[src/rtl/xd_pkg.sv]
package xd_pkg;
  localparam int INSN_W  = 32;
  localparam int SDISP_W = 12;
  localparam int LADDR_W = 20;
  localparam int LEG_W   = 15;

  typedef enum logic [2:0] {
    MODE_NONE    = 3'd0,
    MODE_DIRECT  = 3'd1,
    MODE_BASE    = 3'd2,
    MODE_PCREL   = 3'd3,
    MODE_LEGACY  = 3'd4,
    MODE_ILLEGAL = 3'd5
  } xd_mode_e;

  typedef struct packed {
    logic n;
    logic i;
    logic x;
    logic b;
    logic p;
    logic e;
  } xd_flags_t;
endpackage

[src/rtl/xd_len_detect.sv]
module xd_len_detect (
  input  logic [3:0] op_hi,
  input  logic [1:0] ni,
  input  logic       e_bit,
  output logic [2:0] len,
  output logic       reg_form,
  output logic       legacy
);
  logic one_byte, two_byte;

  always_comb begin
    one_byte = (op_hi == 4'hC) || (op_hi == 4'hF);
    two_byte = (op_hi >= 4'h9) && (op_hi <= 4'hB);
    reg_form = one_byte || two_byte;
    legacy   = !reg_form && (ni == 2'b00);
    if (one_byte)               len = 3'd1;
    else if (two_byte)          len = 3'd2;
    else if (legacy || !e_bit)  len = 3'd3;
    else                        len = 3'd4;
  end
endmodule

[src/rtl/xd_flag_decode.sv]
module xd_flag_decode
  import xd_pkg::*;
(
  input  xd_flags_t fl,
  input  logic      reg_form,
  input  logic      legacy,
  output xd_mode_e  mode,
  output logic      imm,
  output logic      ind,
  output logic      idx_en,
  output logic      mem_ref
);
  logic bad;

  always_comb begin
    bad = !reg_form && !legacy &&
          ((fl.b && fl.p) || (fl.e && (fl.b || fl.p)));
    if (reg_form)     mode = MODE_NONE;
    else if (legacy)  mode = MODE_LEGACY;
    else if (bad)     mode = MODE_ILLEGAL;
    else if (fl.b)    mode = MODE_BASE;
    else if (fl.p)    mode = MODE_PCREL;
    else              mode = MODE_DIRECT;

    imm     = !reg_form && !legacy && !bad && !fl.n && fl.i;
    ind     = !reg_form && !legacy && !bad && fl.n && !fl.i;
    idx_en  = !reg_form && !bad && fl.x;
    mem_ref = !reg_form && !bad && !imm;
  end
endmodule

[src/rtl/xd_addr_calc.sv]
module xd_addr_calc
  import xd_pkg::*;
#(
  parameter int ADDR_W = 20
) (
  input  xd_mode_e            mode,
  input  logic                long_form,
  input  logic [SDISP_W-1:0]  disp,
  input  logic [LADDR_W-1:0]  long_addr,
  input  logic [LEG_W-1:0]    leg_addr,
  input  logic [2:0]          len,
  input  logic [ADDR_W-1:0]   pc,
  input  logic [ADDR_W-1:0]   base,
  input  logic [ADDR_W-1:0]   index,
  input  logic                idx_en,
  output logic [ADDR_W-1:0]   target
);
  localparam int SX_W = ADDR_W - SDISP_W;

  logic [ADDR_W-1:0] disp_u, disp_s, long_u, leg_u, raw;

  generate
    if (SX_W > 0) begin : g_ext
      assign disp_u = {{SX_W{1'b0}}, disp};
      assign disp_s = {{SX_W{disp[SDISP_W-1]}}, disp};
    end else begin : g_trunc
      assign disp_u = disp[ADDR_W-1:0];
      assign disp_s = disp[ADDR_W-1:0];
    end
  endgenerate

  assign long_u = ADDR_W'(long_addr);
  assign leg_u  = ADDR_W'(leg_addr);

  always_comb begin
    case (mode)
      MODE_BASE:   raw = base + disp_u;
      MODE_PCREL:  raw = pc + ADDR_W'(len) + disp_s;
      MODE_DIRECT: raw = long_form ? long_u : disp_u;
      MODE_LEGACY: raw = leg_u;
      default:     raw = '0;
    endcase
    target = idx_en ? raw + index : raw;
  end
endmodule

[src/rtl/xd_decoder.sv]
module xd_decoder
  import xd_pkg::*;
#(
  parameter int ADDR_W = 20
) (
  input  logic              clk,
  input  logic              rst_n,
  input  logic              in_valid,
  output logic              in_ready,
  input  logic [31:0]       in_bytes,
  input  logic [ADDR_W-1:0] in_pc,
  input  logic [ADDR_W-1:0] in_base,
  input  logic [ADDR_W-1:0] in_index,
  output logic              out_valid,
  input  logic              out_ready,
  output logic [2:0]        out_len,
  output logic [7:0]        out_opcode,
  output logic [3:0]        out_r1,
  output logic [3:0]        out_r2,
  output logic [2:0]        out_mode,
  output logic [ADDR_W-1:0] out_target,
  output logic              out_imm,
  output logic              out_ind,
  output logic              out_mem_ref
);
  xd_flags_t         fl;
  logic [2:0]        len_c;
  logic              reg_form, legacy;
  xd_mode_e          mode_c;
  logic              imm_c, ind_c, idx_en, mem_c;
  logic [ADDR_W-1:0] tgt_c;
  logic [7:0]        op_c;
  logic [3:0]        r1_c, r2_c;
  logic              take;

  assign fl = '{n: in_bytes[25], i: in_bytes[24], x: in_bytes[23],
                b: in_bytes[22], p: in_bytes[21], e: in_bytes[20]};

  xd_len_detect u_len (
    .op_hi    (in_bytes[31:28]),
    .ni       (in_bytes[25:24]),
    .e_bit    (in_bytes[20]),
    .len      (len_c),
    .reg_form (reg_form),
    .legacy   (legacy)
  );

  xd_flag_decode u_flags (
    .fl       (fl),
    .reg_form (reg_form),
    .legacy   (legacy),
    .mode     (mode_c),
    .imm      (imm_c),
    .ind      (ind_c),
    .idx_en   (idx_en),
    .mem_ref  (mem_c)
  );

  xd_addr_calc #(.ADDR_W(ADDR_W)) u_addr (
    .mode      (mode_c),
    .long_form (fl.e),
    .disp      (in_bytes[19:8]),
    .long_addr (in_bytes[19:0]),
    .leg_addr  (in_bytes[22:8]),
    .len       (len_c),
    .pc        (in_pc),
    .base      (in_base),
    .index     (in_index),
    .idx_en    (idx_en),
    .target    (tgt_c)
  );

  always_comb begin
    op_c = reg_form ? in_bytes[31:24] : {in_bytes[31:26], 2'b00};
    r1_c = (len_c == 3'd2) ? in_bytes[23:20] : 4'h0;
    r2_c = (len_c == 3'd2) ? in_bytes[19:16] : 4'h0;
  end

  assign in_ready = !out_valid || out_ready;
  assign take     = in_valid && in_ready;

  always_ff @(posedge clk or negedge rst_n) begin
    if (!rst_n) begin
      out_valid   <= 1'b0;
      out_len     <= '0;
      out_opcode  <= '0;
      out_r1      <= '0;
      out_r2      <= '0;
      out_mode    <= '0;
      out_target  <= '0;
      out_imm     <= 1'b0;
      out_ind     <= 1'b0;
      out_mem_ref <= 1'b0;
    end else begin
      if (in_ready) out_valid <= in_valid;
      if (take) begin
        out_len     <= len_c;
        out_opcode  <= op_c;
        out_r1      <= r1_c;
        out_r2      <= r2_c;
        out_mode    <= mode_c;
        out_target  <= tgt_c;
        out_imm     <= imm_c;
        out_ind     <= ind_c;
        out_mem_ref <= mem_c;
      end
    end
  end
endmodule

[config.mk]
export PLATFORM = sky130hd
export DESIGN_NAME = xd_decoder
export DESIGN_NICKNAME = d
export VERILOG_FILES = /design/src/rtl/xd_pkg.sv /design/src/rtl/xd_len_detect.sv /design/src/rtl/xd_flag_decode.sv /design/src/rtl/xd_addr_calc.sv /design/src/rtl/xd_decoder.sv
export SDC_FILE = /design/constraint.sdc
export NUM_CORES = 1
export LEC_CHECK = 0
export ABC_AREA = 0
export BUFFER_PORTS_ARGS = -buffer_cell sky130_fd_sc_hd__buf_2
export CAP_MARGIN = 5
export CORE_ASPECT_RATIO = 1.2
export CORE_MARGIN = 2
export CORE_UTILIZATION = 50
export CTS_BUF_LIST = sky130_fd_sc_hd__clkbuf_16
export CTS_CLUSTER_SIZE = 10
export DETAILED_ROUTE_END_ITERATION = 12
export PLACE_DENSITY = 0.78
export SETUP_SLACK_MARGIN = 0.5
export SYNTH_ARGS = -nofsm -noshare
export SYNTH_HDL_FRONTEND = slang
export SYNTH_SLANG_ARGS = --single-unit
[constraint.sdc]
create_clock -name clk -period 2.6 [get_ports clk]
set_input_delay 0.26 -clock clk [delete_from_list [all_inputs] [get_ports clk]]
set_output_delay 0.26 -clock clk [all_outputs]
set_load 0.02 [all_outputs]
== Word level (Yosys, flattened, before mapping) ==
Cells that the tools add are included.
Word-level totals
  register bits after elaboration: 46
  input port bits: 96
  output and inout port bits: 47
  word-level logic and storage cells: 67
Operators by class
  add/subtract/negate cells: 4
  $lt $le $gt $ge: 2
  equality and inequality tests: 7
  mux-type cells: 14
  reduce and logical (&&, ||, !) cells: 30
Operators by type and width (number)
  20-bit case mux with 4 select lines: 1
  20-bit adder: 2
  20-bit 2-to-1 mux: 2
  3-bit 2-to-1 mux: 7
  20-bit by 12-bit adder with 20-bit output: 1
  20-bit by 3-bit adder with 20-bit output: 1
  1-bit logical AND: 15
  3-bit by 2-bit == test with 1-bit output (second input constant): 3
  4-bit == test (second input constant): 2
  1-bit zero test: 8
  4-bit 2-to-1 mux: 2
  1-bit logical OR: 6
  4-bit >= comparator (second input constant): 1
  4-bit <= comparator (second input constant): 1
  2-bit 2-to-1 mux: 2
  3-bit by 1-bit == test with 1-bit output (second input constant): 1
  3-bit == test (second input constant): 1
  2-bit zero test: 1

== Depth between registers and ports, before layout ==
Gate-level depths: netlist of the first run.
  depth in word-level cells: 15
  gate-level depth with buffers: 25
  gate-level depth less buffers: 24

== By module ==
Synthesis of the first run repeated with hierarchy kept, for this count alone.
Unflattened totals
  cell total of the unflattened synthesis: 605
  area total of the unflattened synthesis: 5547.8 um^2
By module, submodules not included
  xd_addr_calc: instances 1, cells each 464, area each 3453.3 um^2, seq. area each 0.0 um^2
  xd_decoder: instances 1, cells each 112, area each 1894.3 um^2, seq. area each 1151.1 um^2
  xd_flag_decode: instances 1, cells each 15, area each 105.1 um^2, seq. area each 0.0 um^2
  xd_len_detect: instances 1, cells each 14, area each 95.1 um^2, seq. area each 0.0 um^2

== Worst setup path after synthesis of the first run ==
Ideal clock, no wire load.
  path kind: input -> register
  start: input port in_bytes[25]
  end: register out_target[19]
  library setup time: 0.126 ns
  arrival: 5.294 ns
  required time: 2.474 ns
  path slack: -2.820 ns
  stages: 24
  buffers on the path: 1
  cells stage by stage: or2_2 -> clkbuf_1 -> and3_1 -> o21ai_0 -> fa_1 -> ha_1 -> fa_1 -> a211oi_1 -> o21ai_1 -> o31ai_1 -> nand3_1 -> a21oi_1 -> xnor2_1 -> a222oi_1 -> inv_1 -> ha_1 -> o21a_1 -> o21a_1 -> o21ai_0 -> nor3_1 -> a211oi_1 -> nand2_1 -> and4_1 -> a221o_1
On the way
  elaborated cells between the ends (all ways): 24
  classes of those cells: add/sub: 3; eq/ne: 4; mux: 8; reduce/logical: 9
RTL lines
  from (decl): line xd_decoder.sv:10  | input logic [31:0] in_bytes,
  2-bit zero test *: line xd_len_detect.sv:15  | legacy = !reg_form && (ni == 2'b00);
  1-bit logical AND *: line xd_len_detect.sv:15
  1-bit logical OR *: line xd_len_detect.sv:18  | else if (legacy || !e_bit) len = 3'd3;
  3-bit 2-to-1 mux *: line xd_len_detect.sv:18
  3-bit 2-to-1 mux *: line xd_len_detect.sv:17  | else if (two_byte) len = 3'd2;
  3-bit 2-to-1 mux *: line xd_len_detect.sv:16  | if (one_byte) len = 3'd1;
  named net len_c[1]: line xd_decoder.sv:27  | logic [2:0] len_c;
  20-bit by 3-bit adder with 20-bit output *: line xd_addr_calc.sv:38  | MODE_PCREL: raw = pc + ADDR_W'(len) + disp_s;
  20-bit adder *: line xd_addr_calc.sv:38
  20-bit case mux with 4 select lines *: line xd_addr_calc.sv:36  | case (mode)
  20-bit adder: line xd_addr_calc.sv:43  | target = idx_en ? raw + index : raw;
  20-bit 2-to-1 mux *: line xd_addr_calc.sv:43
  to (signal assigned): line xd_decoder.sv:102  | out_target <= tgt_c;
  to (decl): line xd_decoder.sv:21  | output logic [ADDR_W-1:0] out_target,
The timed path passes the listed nets; every way through them passes the cells marked *.
A chain may end at the register's enable or synchronous reset.

== Worst setup path after layout of the first run ==
Ends and elaborated chain as after synthesis.

==> reports/results.txt, run 1 <==
Total wire length: 21500 µm
Largest net degree at the start of global routing: 47
Mapped Area: 5260 µm²
Hold Vio Cnt, Final: 0
CP Launch Type: input port
Buffers on Ports: 142
Yosys top cell by area: dfrtp_1
Post-route clock skew: 0.00626 ns
Slew Limit Headroom: 26.4%
Max-Cap Viols: 0
Area of placed instances: 7530 µm²
Synth unique cells: 67
Sequential share of power: 23.5%
Number of flops mapped to enable cells by yosys: 0
Drt drc: 0
Clock network fraction of total power: 16.5%
Max incr delay on CP: 0.60 ns
DR iter-0 viols: 322
Clock tree root buffer cell: clkbuf_16
Core box area: 10400 µm²
Layout area overhead: 60.0%
Register area share after synthesis: 21.9%
CTS tree: yes
P_sw: 1.53 mW
Failing checks: negative setup slack
Min Tclk post-route: 4.98 ns
CTS Buffer Depth: 2
Slowest cell on crit path: fa_2
Fill count: 695
P_int: 2.24 mW
Initial antenna violation count: 0
# diodes: 0
Final GP Congestion: 0.959
Mean post-synth cell area: 8.12 µm²
Ys Warns: 0
GR Util All Layers: 34.5%
Synthesized flop and latch total: 46
Synth top cells by count: 92 x nand2_1, 65 x ha_1, 47 x a21oi_1
Mapped Nets: 815
Switching Share: 40.6%
Least-Margin Pin Slew: 1.09 ns
Crit path kind: input port to register
Crit path DAT: 5.15 ns
Status: finished, violations left
FFs w/ async S/R, synth: 100%
Fin area: 8420 µm²
Pwr/cell area: 447 nW/µm²
Final setup margin: -2.38 ns
Crit. End Element: register
Setup violators final: 19
DRT antenna net count: 0
Worst skew pair latency: 0.29 ns
Via/cell ratio: 6.16
Die height: 116 µm
Fin nets: 1151
TritonCTS Buffers: 5
Yosys top cell area share: 21.9%
CTS H-tree depth: 2
DP Wirelength: 15700 µm
Worst Reg-to-Reg Cells: 4
Combinational group share of total power: 60.0%
Vias in the first global route: 6662
Top cells by area, synth: dfrtp_1 22%, ha_1 15%, nand2_1 6.6%, xnor2_1 4.5%, a21oi_1 4.5%
Setup TNS: -33.30 ns
CP required: 2.78 ns
RSZ-0062 raised after global routing: true
Power Total: 3.77 mW
Top-count cell post-synth: nand2_1
Synth Instances: 648
Drt wl/cell: 19.3 µm
Fmax: 201 MHz
Fin. max-slew vios: 0
TritonRoute pass-1 iters: 6
Min-Delay Path Class: input port to asynchronous set/reset pin
Layout cells sized above 1: 45.9%
Sequence of cells on the critical path: buf_6 -> or2_4 -> buf_4 -> buf_8 -> and3_4 -> fa_2 -> ha_4 -> a211oi_4 -> buf_4 -> o21ai_1 -> a21oi_1 -> xnor2_1 -> a222oi_1 -> o21ai_1 -> ha_1 -> a211o_1 -> o21ai_2 -> a31oi_4 -> buf_6 -> a211oi_2 -> nand2_1 -> and4_1 -> a221o_1
Peak VDD IR: 0.307 mV
GR Overflow Total: 0
Leak: 4.24 nW
First-pass GRT wire length: 31700 µm
FP Rows: 41
Initial Utilization: 50.8%
Die X-Extent: 97.7 µm
CTS Sinks: 46
Top-level I/O count: 143
Crit Path Max Fanout: 4
Main synth FF type: dfrtp_1
Die area: 11400 µm²
Vias: 6851
Clk pin slew, worst setup/hold paths: 0.07 ns
Period utilisation layout: 191%
## routing by layer
layer / routed length (µm) / global-route usage (%)
met1: 7970 / 39.0
met2: 11000 / 65.8
met3: 1500 / 2.75
met4: 1030 / 16.6
met5: 0 / 0
## power groups by stage
stage               sequential, mW  combinational [mW]  clock (mW)
CTS                          0.879                2.06       0.621
finish                       0.884                2.26       0.621
floorplan                     1.01               0.964           0
detailed placement           0.891                1.90           0
global placement             0.886                1.85           0
global route                 0.892                2.41       0.646
## state kept, by name, summed over array words and instances, names as in the netlist, 3 cells and up
register,count
out_target,20
out_opcode,8
out_r1,4
out_r2,4
out_len,3
out_mode,3
## what timing repair did
action	in CTS	in global routing
pin swaps	44	29
setup endpoints to repair	20	20
setup buffers	20	17
resized for setup	58	40
gates cloned	0	0
hold buffers	0	0
## worst paths after layout
kind	from	to	slack [ns]
worst min register to register	out_opcode[0]	out_opcode[0]	0.48
worst min-delay path	rst_n	out_imm	0.16
worst max-delay path	in_bytes[25]	out_target[19]	-2.38
min in group clk	in_bytes[27]	out_opcode[3]	0.18
max in group asynchronous	rst_n	out_r1[3]	1.79
worst max register to register	out_valid	out_r1[1]	0.60
## stage by stage
| stage | util, % | hold WS (ns) | setup WS [ns] | cells |
|---|---|---|---|---|
| 3_3_place_gp | 72.7 | 0.451 | -2.64 | 1069 |
| 5_1_grt | 81.3 | 0.202 | -2.50 | 1113 |
| 3_5_place_dp | 72.7 | 0.461 | -2.79 | 1069 |
| 4_1_cts | 78.4 | 0.174 | -2.17 | 1096 |
| 6_report | 81.3 | 0.159 | -2.38 | 1113 |
| 2_1_floorplan | - | -0.0356 | -2.28 | 648 |
## cell families after synthesis
| kind of cell | after synthesis | synth area share (%) |
|---|---|---|
| AO/OA/AOI/OAI | 228 | 30.1 |
| adder cells (fa/ha/maj) | 72 | 17.9 |
| AND/OR/NAND/NOR | 217 | 19.6 |
| buffers and inverters | 40 | 2.95 |
| XOR/XNOR | 40 | 6.66 |
| multiplexers | 5 | 0.975 |
| flip-flops | 46 | 21.9 |
## layout make-up
type | instances | area [µm²] | area share [%]
Multi-Input combinational cell | 562 | 4510 | 53.5
Inverter | 17 | 63.8 | 0.758
Sequential cell | 46 | 1150 | 13.7
Timing Repair Buffer | 352 | 2400 | 28.5
Clock buffer | 5 | 125 | 1.49
Clock inverter | 2 | 10.0 | 0.119
Tap cell | 129 | 161 | 1.92
## critical path: cells and delay by family
kind	cells	cell delay, ns
xor gates and xnor gates	1	0.11
and+or+nand+nor	4	0.72
buffers and inverters	5	0.66
adders and majority gates	3	1.25
AOI/OAI and AO/OA	10	2.14
## layout by cell type (no fill, tap or decap), types with 18 or more instances in the layout
cell type / Yosys / routed
xnor2_1: 27 / 23
o21ai_0: 45 / 24
nor2_1: 33 / 33
buf_6: 0 / 23
a21o_1: 18 / 18
ha_1: 65 / 57
a21oi_1: 47 / 32
nand2_1: 92 / 86
buf_2: 4 / 137
nand3_1: 23 / 22
buf_4: 0 / 190
dfrtp_1: 46 / 46
Power figures use the tool's default switching activity.
==> run 2: changes to the inputs <==
--- a/config.mk
+++ b/config.mk
@@ -14,8 +14,9 @@
 export CTS_BUF_LIST = sky130_fd_sc_hd__clkbuf_16
 export CTS_CLUSTER_SIZE = 10
 export DETAILED_ROUTE_END_ITERATION = 12
-export PLACE_DENSITY = 0.78
+export PLACE_DENSITY = 0.77
 export SETUP_SLACK_MARGIN = 0.5
 export SYNTH_ARGS = -nofsm -noshare
 export SYNTH_HDL_FRONTEND = slang
+export SYNTH_HIERARCHICAL = 1
 export SYNTH_SLANG_ARGS = --single-unit
==> reports/results.txt, run 2 <==
Status: finished, violations left
Failing checks: negative setup slack
Number of flip-flops in the largest register: 20
DR iter-0 viols: 398
RSZ-0062 raised after global routing: true
Leak: 4.32 nW
Most frequent cells in the layout: 197 x buf_4, 137 x buf_2, 57 x ha_1
Leading cell type in the layout, fill and taps excluded: buf_4
Clk pin slew, worst setup/hold paths: 0.07 ns
Mapped Nets: 772
Synth unique cells: 73
Crit path kind: input port to register
Hold_ws: 0.164 ns
Core box area: 10900 µm²
Synth Instances: 605
Post-route clock skew: 0.00534 ns
Final GP Congestion: 1.03
Max-Cap Viols: 0
Hold Vio Cnt, Final: 0
FF-to-FF Start: out_valid
Min-Delay Path Class: input port to asynchronous set/reset pin
Crit. End Element: register
Worst Reg-to-Reg Cells: 3
TritonCTS Buffers: 5
Worst skew pair latency: 0.29 ns
DRT antenna net count: 0
Drt drc: 0
Vias in the first global route: 6651
Ys Warns: 6
CP Launch Type: input port
Layout area overhead: 54.6%
Reg-to-Reg End: out_target[19]
Slew Limit Headroom: 29.2%
Crit path DAT: 5.22 ns
Drt wl/cell: 18.9 µm
Largest net degree at the start of global routing: 47
# diodes: 0
Reg-to-reg setup timing slack: 0.91 ns
Mean post-synth cell area: 9.17 µm²
Pwr/cell area: 517 nW/µm²
Min Tclk post-route: 5.04 ns
Final setup margin: -2.44 ns
First-pass GRT wire length: 31300 µm
GR Overflow Total: 0
CTS tree: yes
Fin. max-slew vios: 0
Yosys top cell by area: dfrtp_1
Die height: 119 µm
Setup violators final: 20
Mapped Area: 5550 µm²
CTS Sinks: 46
Synthesized flop and latch total: 46
Top Registers: out_target: 20 flops, out_opcode: 8 flops
Synth top cells by count: 65 x ha_1, 46 x dfrtp_1, 45 x a21oi_1
Initial antenna violation count: 0
Die area: 12000 µm²
Initial Utilization: 50.8%
Total wire length: 20300 µm
GR Util All Layers: 32.6%
Top-level I/O count: 143
Reg with most FFs: out_target
FP Rows: 42
Fin nets: 1107
CP required: 2.78 ns
DP Wirelength: 15300 µm
Peak VDD IR: 0.351 mV
Layout cells sized above 1: 51.8%
Register area share after synthesis: 20.7%
Post-layout util: 78.5%
CTS Buffer Depth: 2
Setup Slack @ Placement: -2.77 ns
Period utilisation layout: 194%
Top cells by area, synth: dfrtp_1 21%, ha_1 15%, mux2_4 8.1%, xnor2_1 5.5%, a21oi_1 4.1%
TritonRoute pass-1 iters: 5
CTS H-tree depth: 2
Fmax: 198 MHz
Number of flops mapped to enable cells by yosys: 0
Least-Margin Pin Slew: 1.06 ns
Yosys top cell area share: 20.7%
FFs w/ async S/R, synth: 100%
Clock tree root buffer cell: clkbuf_16
Crit Path Max Fanout: 4
Die X-Extent: 100 µm
Top-count cell post-synth: ha_1
Via/cell ratio: 5.91
Buffers on Ports: 142
Vias: 6342
Main synth FF type: dfrtp_1
[run 2: critical path: stages]
cell and delay (ns):
buf_8 0.11, xor2_2 0.17, o211ai_2 0.16, nor2b_4 0.22, fa_2 0.46, buf_4 0.15
fa_2 0.42, a211oi_4 0.30, o21bai_4 0.11, a21oi_2 0.13, xnor2_1 0.08, a222oi_1 0.32
o21ai_1 0.19, ha_2 0.43, and4_1 0.21, nand2_1 0.07, or3_4 0.36, a21o_1 0.18
a21o_1 0.16, a311o_1 0.26, o211ai_1 0.12, xnor2_1 0.08, mux2_2 0.25
[run 2: power by group]
part           leakage (nW)  switching, mW  internal [mW]
logic                  3.66           1.41           1.43
clock network        0.0750          0.286          0.353
registers             0.583         0.0871          0.862
[run 2: stage by stage]
stage	cell area, µm²	TNS (ns)	instances	power [mW]
2_1_floorplan	5750	-28.59	605	2.44
5_1_grt	8580	-36.28	1073	4.67
4_1_cts	8410	-32.29	1066	4.25
3_5_place_dp	7880	-40.57	1042	3.42
6_report	8580	-34.77	1073	4.43
3_3_place_gp	7880	-37.99	1042	3.35
[run 2: final cells by class]
| type | instances | area [µm²] |
|---|---|---|
| Sequential cell | 46 | 1150 |
| Inverter | 23 | 86.3 |
| Clock inverter | 3 | 17.5 |
| Fill cell | 741 | 2350 |
| Timing Repair Buffer | 345 | 2310 |
| Tap cell | 132 | 165 |
| Multi-Input combinational cell | 519 | 4720 |
| Clock buffer | 5 | 125 |
[run 2: worst max path at each step]
stage / endpoint / cells after the start / start
after detailed placement: out_target[13] / 23 / in_bytes[25]
final: out_target[19] / 23 / in_bytes[30]
after CTS: out_target[16] / 24 / in_bytes[25]
after floorplan: out_target[19] / 22 / in_bytes[25]
after global placement: out_target[13] / 23 / in_bytes[29]
after global routing: out_target[19] / 23 / in_bytes[30]
[run 2: kinds of logic after synthesis]
family / synth area share, %
AO/OA/AOI/OAI: 22.6
XOR/XNOR: 8.21
adder cells (fa/ha/maj): 17.0
buffers and inverters: 3.20
flip-flops: 20.7
multiplexers: 13.4
AND/OR/NAND/NOR: 14.8
[run 2: timing repair]
action	4_1_cts	5_1_grt
hold buffers	0	0
setup buffers	16	7
resized for setup	63	25
endpoints found under the hold margin	0	0
endpoints found under the setup margin	20	20
pin swaps	36	23
[run 2: routing by layer]
layer,up-vias,GRT usage [%],wire length (µm)
li1,2935,-,-
met1,3036,37.2,7750
met2,296,58.6,10400
met3,75,4.46,1200
met4,0,15.7,959
met5,-,0,0
==> run 3: changes to the inputs <==
--- a/config.mk
+++ b/config.mk
@@ -6,7 +6,7 @@
 export NUM_CORES = 1
 export LEC_CHECK = 0
 export ABC_AREA = 0
-export BUFFER_PORTS_ARGS = -buffer_cell sky130_fd_sc_hd__buf_2
+export BUFFER_PORTS_ARGS = -buffer_cell sky130_fd_sc_hd__clkbuf_2
 export CAP_MARGIN = 5
 export CORE_ASPECT_RATIO = 1.2
 export CORE_MARGIN = 2
==> reports/results.txt, run 3 (same netlist as run 2, synthesis figures left out) <==
Worst skew pair latency: 0.30 ns
Initial Utilization: 50.8%
CTS H-tree depth: 2
Area of placed instances: 7880 µm²
FP Rows: 42
Layout cells sized above 1: 52.4%
Final setup margin: -2.68 ns
Slew Limit Headroom: 47.0%
TritonCTS Buffers: 5
CP Launch Type: input port
Fin. max-slew vios: 0
CTS Buffer Depth: 2
Multi-input logic area: 4690 µm²
RSZ-0062 raised after global routing: true
Post-route clock skew: 0.0108 ns
GR Overflow Total: 0
Top Registers: out_target: 20 flops, out_opcode: 8 flops
Drt wl/cell: 20.9 µm
DP Wirelength: 15400 µm
CTS tree: yes
Crit Path Max Fanout: 4
Final GP Congestion: 1.00
Pwr/cell area: 536 nW/µm²
Vias in the first global route: 6746
Fin area: 8830 µm²
# diodes: 0
Clk pin slew, worst setup/hold paths: 0.07 ns
TritonRoute pass-1 iters: 5
Leading cell type in the layout, fill and taps excluded: buf_4
Least-Margin Pin Slew: 0.795 ns
DRT antenna net count: 0
Register Area: 1150 µm²
Die height: 119 µm
Drt drc: 0
Die area: 12000 µm²
GR Util All Layers: 34.0%
Failing checks: negative setup slack
Hold Vio Cnt, Final: 0
Min-Delay Path Class: input port to asynchronous set/reset pin
Period utilisation layout: 203%
CTS Sinks: 46
DR iter-0 viols: 561
Crit path kind: input port to register
Most frequent cells in the layout: 192 x buf_4, 137 x clkbuf_2, 59 x ha_1
Die X-Extent: 100 µm
Reg with most FFs: out_target
Leak: 4.46 nW
Crit path DAT: 5.46 ns
Max-Cap Viols: 0
Crit. End Element: register
Core box area: 10900 µm²
Fin nets: 1127
Via/cell ratio: 6.03
Peak VDD IR: 0.321 mV
Top-level I/O count: 143
Fmax: 189 MHz
Layout area overhead: 59.2%
Post-layout util: 80.8%
Hold Buf Count CTS: 0
Total wire length: 22900 µm
Largest net degree at the start of global routing: 47
Buffers on Ports: 142
Initial antenna violation count: 0
CP required: 2.78 ns
Status: finished, violations left
Min Tclk post-route: 5.28 ns
Fill count: 672
Vias: 6586
First-pass GRT wire length: 32500 µm
Clock tree root buffer cell: clkbuf_16
Setup violators final: 20
Number of flip-flops in the largest register: 20
## run 3: cell count changes in the layout (fill, tap and decap cells not counted), sizes merged
cell / previous run / this run
clkbuf: 5 / 144
buf: 345 / 226
bufinv: 0 / 1
clkinv: 2 / 1
## run 3: power breakdown
group | internal, mW | switching [mW]
Combinational | 1.51 | 1.51
Clock | 0.456 | 0.305
Sequential | 0.862 | 0.0970
Total | 2.83 | 1.91
## run 3: layout make-up
class / count / area share [%]
repair buffers: 365 / 29.1
clock inverters: 3 / 0.496
flip-flops and latches: 46 / 13.0
clock buffers: 5 / 1.42
multi-input cells: 519 / 53.1
inverters: 23 / 0.978
well taps: 132 / 1.87
## run 3: what timing repair did
action,CTS,global route
resized for setup,59,40
gates cloned,0,1
pin swaps,36,46
endpoints found under the setup margin,20,20
hold endpoints to repair,0,0
setup buffers,29,14
## run 3: final timing paths
| check | from | cells after the start | slack, ns | to |
|---|---|---|---|---|
| worst max-delay path | in_bytes[24] | 23 | -2.68 | out_target[13] |
| worst min-delay path | rst_n | 2 | 0.07 | out_opcode[7] |
| worst max register to register | out_valid | 3 | 0.87 | out_imm |
| worst min register to register | out_r1[1] | 1 | 0.50 | out_r1[1] |
| max in group asynchronous | rst_n | 2 | 2.10 | out_target[10] |
| min in group clk | in_bytes[27] | 2 | 0.20 | out_opcode[3] |
## run 3: worst max-delay path, stage by stage
cell	delay (ns)
buf_8	0.10
o21ai_4	0.13
o21ba_4	0.18
a31oi_4	0.19
fa_1	0.48
ha_4	0.19
fa_2	0.38
a211oi_4	0.29
o21bai_4	0.10
a21oi_2	0.15
xnor2_1	0.09
a222oi_1	0.35
o21ai_1	0.21
ha_1	0.45
a21oi_2	0.28
nand2_1	0.19
a221oi_4	0.37
a21oi_1	0.15
o21a_1	0.18
nor2_1	0.11
xnor2_1	0.07
mux2_2	0.27
mux2_4	0.27
## run 3: metrics by stage
step / std cells / hold slack (ns) / setup WS [ns] / setup TNS (ns) / total power, mW
3_3_place_gp: 1041 / 0.375 / -2.59 / -38.07 / 3.34
5_1_grt: 1093 / 0.125 / -2.90 / -42.30 / 4.95
4_1_cts: 1078 / 0.0727 / -2.31 / -34.09 / 4.40
3_5_place_dp: 1041 / 0.384 / -2.72 / -40.09 / 3.41
6_report: 1093 / 0.0680 / -2.68 / -39.63 / 4.74
2_1_floorplan: 605 / -0.0356 / -2.18 / -28.59 / 2.44
## run 3: layer usage
layer  track usage, %  wire length [µm]  up-vias
li1                 -                 -     2973
met1             38.6              8380     3095
met2             63.2             11500      392
met3             3.29              1600      126
met4             14.8              1410        0
met5                0                 0        -
